## config.mk

```make
export PLATFORM = sky130hd
export DESIGN_NAME = enc_speed_meter
export DESIGN_NICKNAME = d
export VERILOG_FILES = /design/src/rtl/enc_speed_pkg.sv /design/src/rtl/enc_pulse_sync.sv /design/src/rtl/enc_gate_timer.sv /design/src/rtl/enc_edge_counter.sv /design/src/rtl/enc_speed_meter.sv
export SDC_FILE = /design/constraint.sdc
export NUM_CORES = 1
export LEC_CHECK = 0
export BUFFER_PORTS_ARGS = -buffer_cell sky130_fd_sc_hd__buf_2
export CAP_MARGIN = 5
export CORE_ASPECT_RATIO = 0.5
export CORE_MARGIN = 4
export CORE_UTILIZATION = 63
export CTS_CLUSTER_SIZE = 20
export DETAILED_ROUTE_END_ITERATION = 7
export PLACE_DENSITY_LB_ADDON = 0.08
export SYNTH_ARGS = -nofsm -noshare
export SYNTH_HDL_FRONTEND = slang
export SYNTH_SLANG_ARGS = --single-unit
```

## constraint.sdc

```tcl
create_clock -name clk -period 2.65 [get_ports clk]
set_input_delay 0.3975 -clock clk [delete_from_list [all_inputs] [get_ports clk]]
set_output_delay 0.3975 -clock clk [all_outputs]
set_load 0.01 [all_outputs]
```

## src/rtl/enc_speed_pkg.sv

```systemverilog
package enc_speed_pkg;

  // Gate window length in clock cycles: 60 s / pulses-per-rev, rounded.
  function automatic longint unsigned gate_len(input longint unsigned clk_hz,
                                               input longint unsigned ppr);
    return (clk_hz * 64'd60 + ppr / 64'd2) / ppr;
  endfunction

endpackage

```

## src/rtl/enc_pulse_sync.sv

```systemverilog
module enc_pulse_sync #(
  parameter int STAGES = 2
) (
  input  logic clk,
  input  logic rst_n,
  input  logic din,
  output logic rise
);
  logic [STAGES-1:0] sh;
  logic              prev;

  always_ff @(posedge clk or negedge rst_n) begin
    if (!rst_n) begin
      sh   <= '0;
      prev <= 1'b0;
    end else begin
      sh   <= {sh[STAGES-2:0], din};
      prev <= sh[STAGES-1];
    end
  end

  assign rise = sh[STAGES-1] & ~prev;
endmodule

```

## src/rtl/enc_gate_timer.sv

```systemverilog
module enc_gate_timer #(
  parameter int unsigned GATE = 1464844
) (
  input  logic clk,
  input  logic rst_n,
  output logic gate_end
);
  localparam int TW = (GATE > 1) ? $clog2(GATE) : 1;
  localparam logic [TW-1:0] LAST = TW'(GATE - 1);

  logic [TW-1:0] tick;

  always_ff @(posedge clk or negedge rst_n) begin
    if (!rst_n)         tick <= '0;
    else if (gate_end)  tick <= '0;
    else                tick <= tick + 1'b1;
  end

  assign gate_end = (tick == LAST);
endmodule

```

## src/rtl/enc_edge_counter.sv

```systemverilog
module enc_edge_counter #(
  parameter int CNT_W = 13
) (
  input  logic             clk,
  input  logic             rst_n,
  input  logic             rise,
  input  logic             gate_end,
  output logic [CNT_W-1:0] cnt,
  output logic [CNT_W-1:0] total
);
  localparam logic [CNT_W-1:0] MAXV = '1;

  function automatic logic [CNT_W-1:0] sat_inc(input logic [CNT_W-1:0] c,
                                               input logic inc);
    if (inc && c != MAXV) return c + 1'b1;
    return c;
  endfunction

  assign total = sat_inc(cnt, rise);

  always_ff @(posedge clk or negedge rst_n) begin
    if (!rst_n)        cnt <= '0;
    else if (gate_end) cnt <= '0;
    else               cnt <= total;
  end
endmodule

```

## src/rtl/enc_speed_meter.sv

```systemverilog
module enc_speed_meter #(
  parameter longint unsigned CLK_HZ         = 25000000,
  parameter longint unsigned PULSES_PER_REV = 1024,
  parameter int              CNT_W          = 13
) (
  input  logic             clk,
  input  logic             rst_n,
  input  logic             enc_pulse,
  output logic [CNT_W-1:0] speed_rpm,
  output logic             speed_vld
);
  localparam int unsigned GATE = int'(enc_speed_pkg::gate_len(CLK_HZ, PULSES_PER_REV));

  logic             rise;
  logic             gate_end;
  logic [CNT_W-1:0] win_cnt;
  logic [CNT_W-1:0] win_total;

  enc_pulse_sync #(.STAGES(2)) u_sync (
    .clk(clk), .rst_n(rst_n), .din(enc_pulse), .rise(rise)
  );

  enc_gate_timer #(.GATE(GATE)) u_timer (
    .clk(clk), .rst_n(rst_n), .gate_end(gate_end)
  );

  enc_edge_counter #(.CNT_W(CNT_W)) u_cnt (
    .clk(clk), .rst_n(rst_n), .rise(rise), .gate_end(gate_end),
    .cnt(win_cnt), .total(win_total)
  );

  always_ff @(posedge clk or negedge rst_n) begin
    if (!rst_n) begin
      speed_rpm <= '0;
      speed_vld <= 1'b0;
    end else begin
      speed_vld <= gate_end;
      if (gate_end) speed_rpm <= win_total;
    end
  end
endmodule

```

==> results.cfg <==
[run_status]
status = complete, no violations

[finish]
finish.utilization_pct = 73.0
nNetsFinal = 241
fraction_of_final_layout_cells_with_drive_strength_greater_than_1_pct = 15.2
synth_to_layout_area_growth_pct = 11.6
design_area_um2 = 2510
antenna_cells_inserted = 0
fillers = 261
multi_input_comb_area_um2 = 915
sequential_cell_area_um2 = 1280
finalNonFillerCells = 288

[synthesis]
synth_nets = 219
synth_area_um2 = 2250
synth_flop_cell = dfrtp_1
ys_seq_area_share_pct = 56.8
synth.yosys.warnings = 0
synth_enable_flop_cells = 0
ys_top_cells_by_area = dfrtp_1 (57%), nand2_1 (4.8%), nor2_1 (4.3%), nand3_1 (3.8%), xnor2_1 (3.5%)
netlist-cell-type-count = 30
synth-async-reset-ratio_pct = 100
fraction_of_synthesized_cell_area_taken_by_the_top_area_cell_type_pct = 56.8
yosys.cell_count.top_type = dfrtp_1
synthCells = 214
synth_commonest_cells = dfrtp_1 (51), nand2_1 (29), nor2_1 (26), nand3_1 (17)
syn-mean-instance-area_um2 = 10.5
ys_seq_elements = 51
synthDominantAreaCellType = dfrtp_1

[timing]
final.period_utilization_pct = 86.6
fin_hold_ws_ps = 195
final_critical_path_setup_slack_ps = 355
max_slew_headroom_at_the_worst_pin_pct = 36.0
timing.final.crit_period_ps = 2300
final-max-slew-violation-count = 0
fmax_mhz = 436
final.setup_skew_ps = 9.85
report.final.hold_viol_count = 0
unrepaired_setup_endpoints_after_global_routing = false
setup-violations-final = 0
tns_ps = 0
max_slew.worst_pin.slew_ps = 951

[drt]
remaining_drc_errors = 0
wire_per_inst_um = 14.1
detail_route.first_pass.iterations = 4
via_count = 1572
drt-vias-per-instance = 5.46
finalWirelength_mm = 4.07
initialDrtViolationCount = 74
antenna_violating_nets_post_route = 0

[floorplan]
fp.dieArea_um2 = 4650
die-width_um = 92.5
core-area_um2 = 3430
pin_count = 17
initial_standard_cell_utilization_of_the_core_pct = 65.5
core.rowCount = 15
die-height_um = 50.2

[global_route]
grt_max_degree = 25
vias_in_the_first_global_route = 1585
gr-total-overflow = 0
grtUsageTotal_pct = 19.7
number_of_antenna_violations_at_the_first_check_in_global_routing = 0
grt_pass1_wl_mm = 7.04

[worst_setup_path]
top_cell_family_by_delay_on_the_critical_path = simple AND/OR/NAND/NOR gates
critical_path_required_ps = 2870
r2r.worst_path.cells = 6
timing.setup.critical_path_class = register to register
critPathBufInv = 1
crit_slowest_cell = or4_1
r2r_slack_ps = 350
worst-path-max-fanout = 24
cp_data_arrival_time_ps = 2520
cp_cell_sequence = nor4_1 > nand4_1 > or4_1 > clkinv_2 > nor2_1 > a21oi_1
crit_path_max_incr_delay_ps = 740
worst_setup_path_end_kind = register
crit_reg_reg_startpoint = u_timer.tick[5]$_DFF_PN0_
setup.worst_path.start_class = register
worstReg2RegEnd = speed_rpm[1]$_DFFE_PN0N_

[place]
numPlacedInstances = 279
dpl_cell_area_um2 = 2360
preCtsSetupSlack_ps = 390
dpl.hpwl_mm = 2.86
finalWeightedCongestion = 0.808
placement.io_buffers = 16

[clock_tree]
clock_sink_count = 51
clk_latency_worst_skew_pair_ps = 310
ctsRootBufferMaster = clkbuf_8
cts_max_level = 2
tritoncts = done
cts_made_buffers = 5
cts_buffer_depth = 2
cts.clk_slew.worst_paths_ps = 80
post-cts-setup-buffer-count = 0

[power]
leakagePower_nw = 1.15
report.power.total_mw = 1.68
irDropWorstVdd_v = 0.000381
power_per_cell_area_nw_per_um2 = 669

[worst_hold_path]
min-delay-start = enc_pulse
min_delay_worst_endpoint = u_sync.sh[0]$_DFF_PN0_
worstHoldPathCells = 1
holdCritPathClass = input port to register

[flow_run]
timing.max_cap.violations = 0
logic make-up (layout without fill, tap and decap cells):
group / count (synthesis) / count (layout) / share of synthesized area, %
AO/OA/AOI/OAI: 26 / 26 / 7.51
multiplexers: 3 / 3 / 1.34
XOR/XNOR: 18 / 18 / 7.01
AND/OR/NAND/NOR: 108 / 108 / 23.7
buffers and inverters: 6 / 29 / 2.56
flip-flops: 51 / 51 / 56.8
adder cells (fa/ha/maj): 2 / 2 / 1.11
timing repair:
item	in CTS	in global routing
resized for setup	0	0
hold endpoints to repair	12	0
hold buffers	1	0
worst register-to-register path, delay by kind of cell, from the launching register on:
family | cells | cell delay, ps
buf+inv | 1 | 340
simple gates | 4 | 1280
flops | 1 | 450
compound gates | 1 | 140
worst max path at each step:
stage,cells after the start,startpoint,endpoint,slack [ps]
after floorplan,7,u_timer.tick[2]$_DFF_PN0_,u_cnt.cnt[10]$_DFF_PN0_,820
after global placement,6,u_timer.tick[5]$_DFF_PN0_,speed_rpm[1]$_DFFE_PN0N_,440
after detailed placement,6,u_timer.tick[5]$_DFF_PN0_,speed_rpm[1]$_DFFE_PN0N_,390
after CTS,6,u_timer.tick[5]$_DFF_PN0_,speed_rpm[1]$_DFFE_PN0N_,370
after global routing,6,u_timer.tick[5]$_DFF_PN0_,speed_rpm[1]$_DFFE_PN0N_,160
final,6,u_timer.tick[5]$_DFF_PN0_,speed_rpm[1]$_DFFE_PN0N_,350
layer usage:
layer | vias to the layer above | wire length, µm | part of all wire [%] | GRT usage (%)
li1 | 792 | - | - | -
met1 | 734 | 1890 | 46 | 25.3
met2 | 38 | 1910 | 47 | 32.2
met3 | 8 | 211 | 5.2 | 5.69
met4 | 0 | 59 | 1.4 | 7.39
met5 | - | 0 | 0 | 0
state kept, by name (all words and copies together), names as in the netlist:
signal        cells
u_sync.prev       1
speed_vld         1
speed_rpm        13
u_timer.tick     21
u_sync.sh         2
u_cnt.cnt        13
placed cells by master (no fill, tap or decap), types with 2 or more instances in the layout:
master / count
a21oi_1: 3
and2_1: 2
and3_1: 3
and4_1: 5
buf_2: 16
buf_4: 3
bufinv_16: 2
clkbuf_8: 5
dfrtp_1: 51
ha_1: 2
mux2i_1: 3
nand2_1: 29
nand2b_1: 4
nand3_1: 17
nand4_1: 8
nor2_1: 26
nor3_1: 4
nor3b_1: 2
nor4_1: 4
o21ai_0: 8
o21ai_1: 4
o21ai_2: 8
xnor2_1: 9
xor2_1: 9
power breakdown:
part           leakage [nW]  internal [mW]  total (mW)  switching (mW)
clock                0.0644          0.376       0.632           0.256
sequential            0.679          0.826       0.892          0.0658
combinational         0.405         0.0567       0.155          0.0981
total                  1.15           1.26        1.68           0.420
layout make-up:
cell class              count  share of cell area [%]
flip-flops and latches     51                    50.9
multi-input cells         157                    36.5
repair buffers             20                    4.49
clock buffers               5                    2.74
clock inverters             3                    2.69
well taps                  51                    2.54
inverters                   1                   0.200
Note: power is estimated with default switching activity, not from simulation.
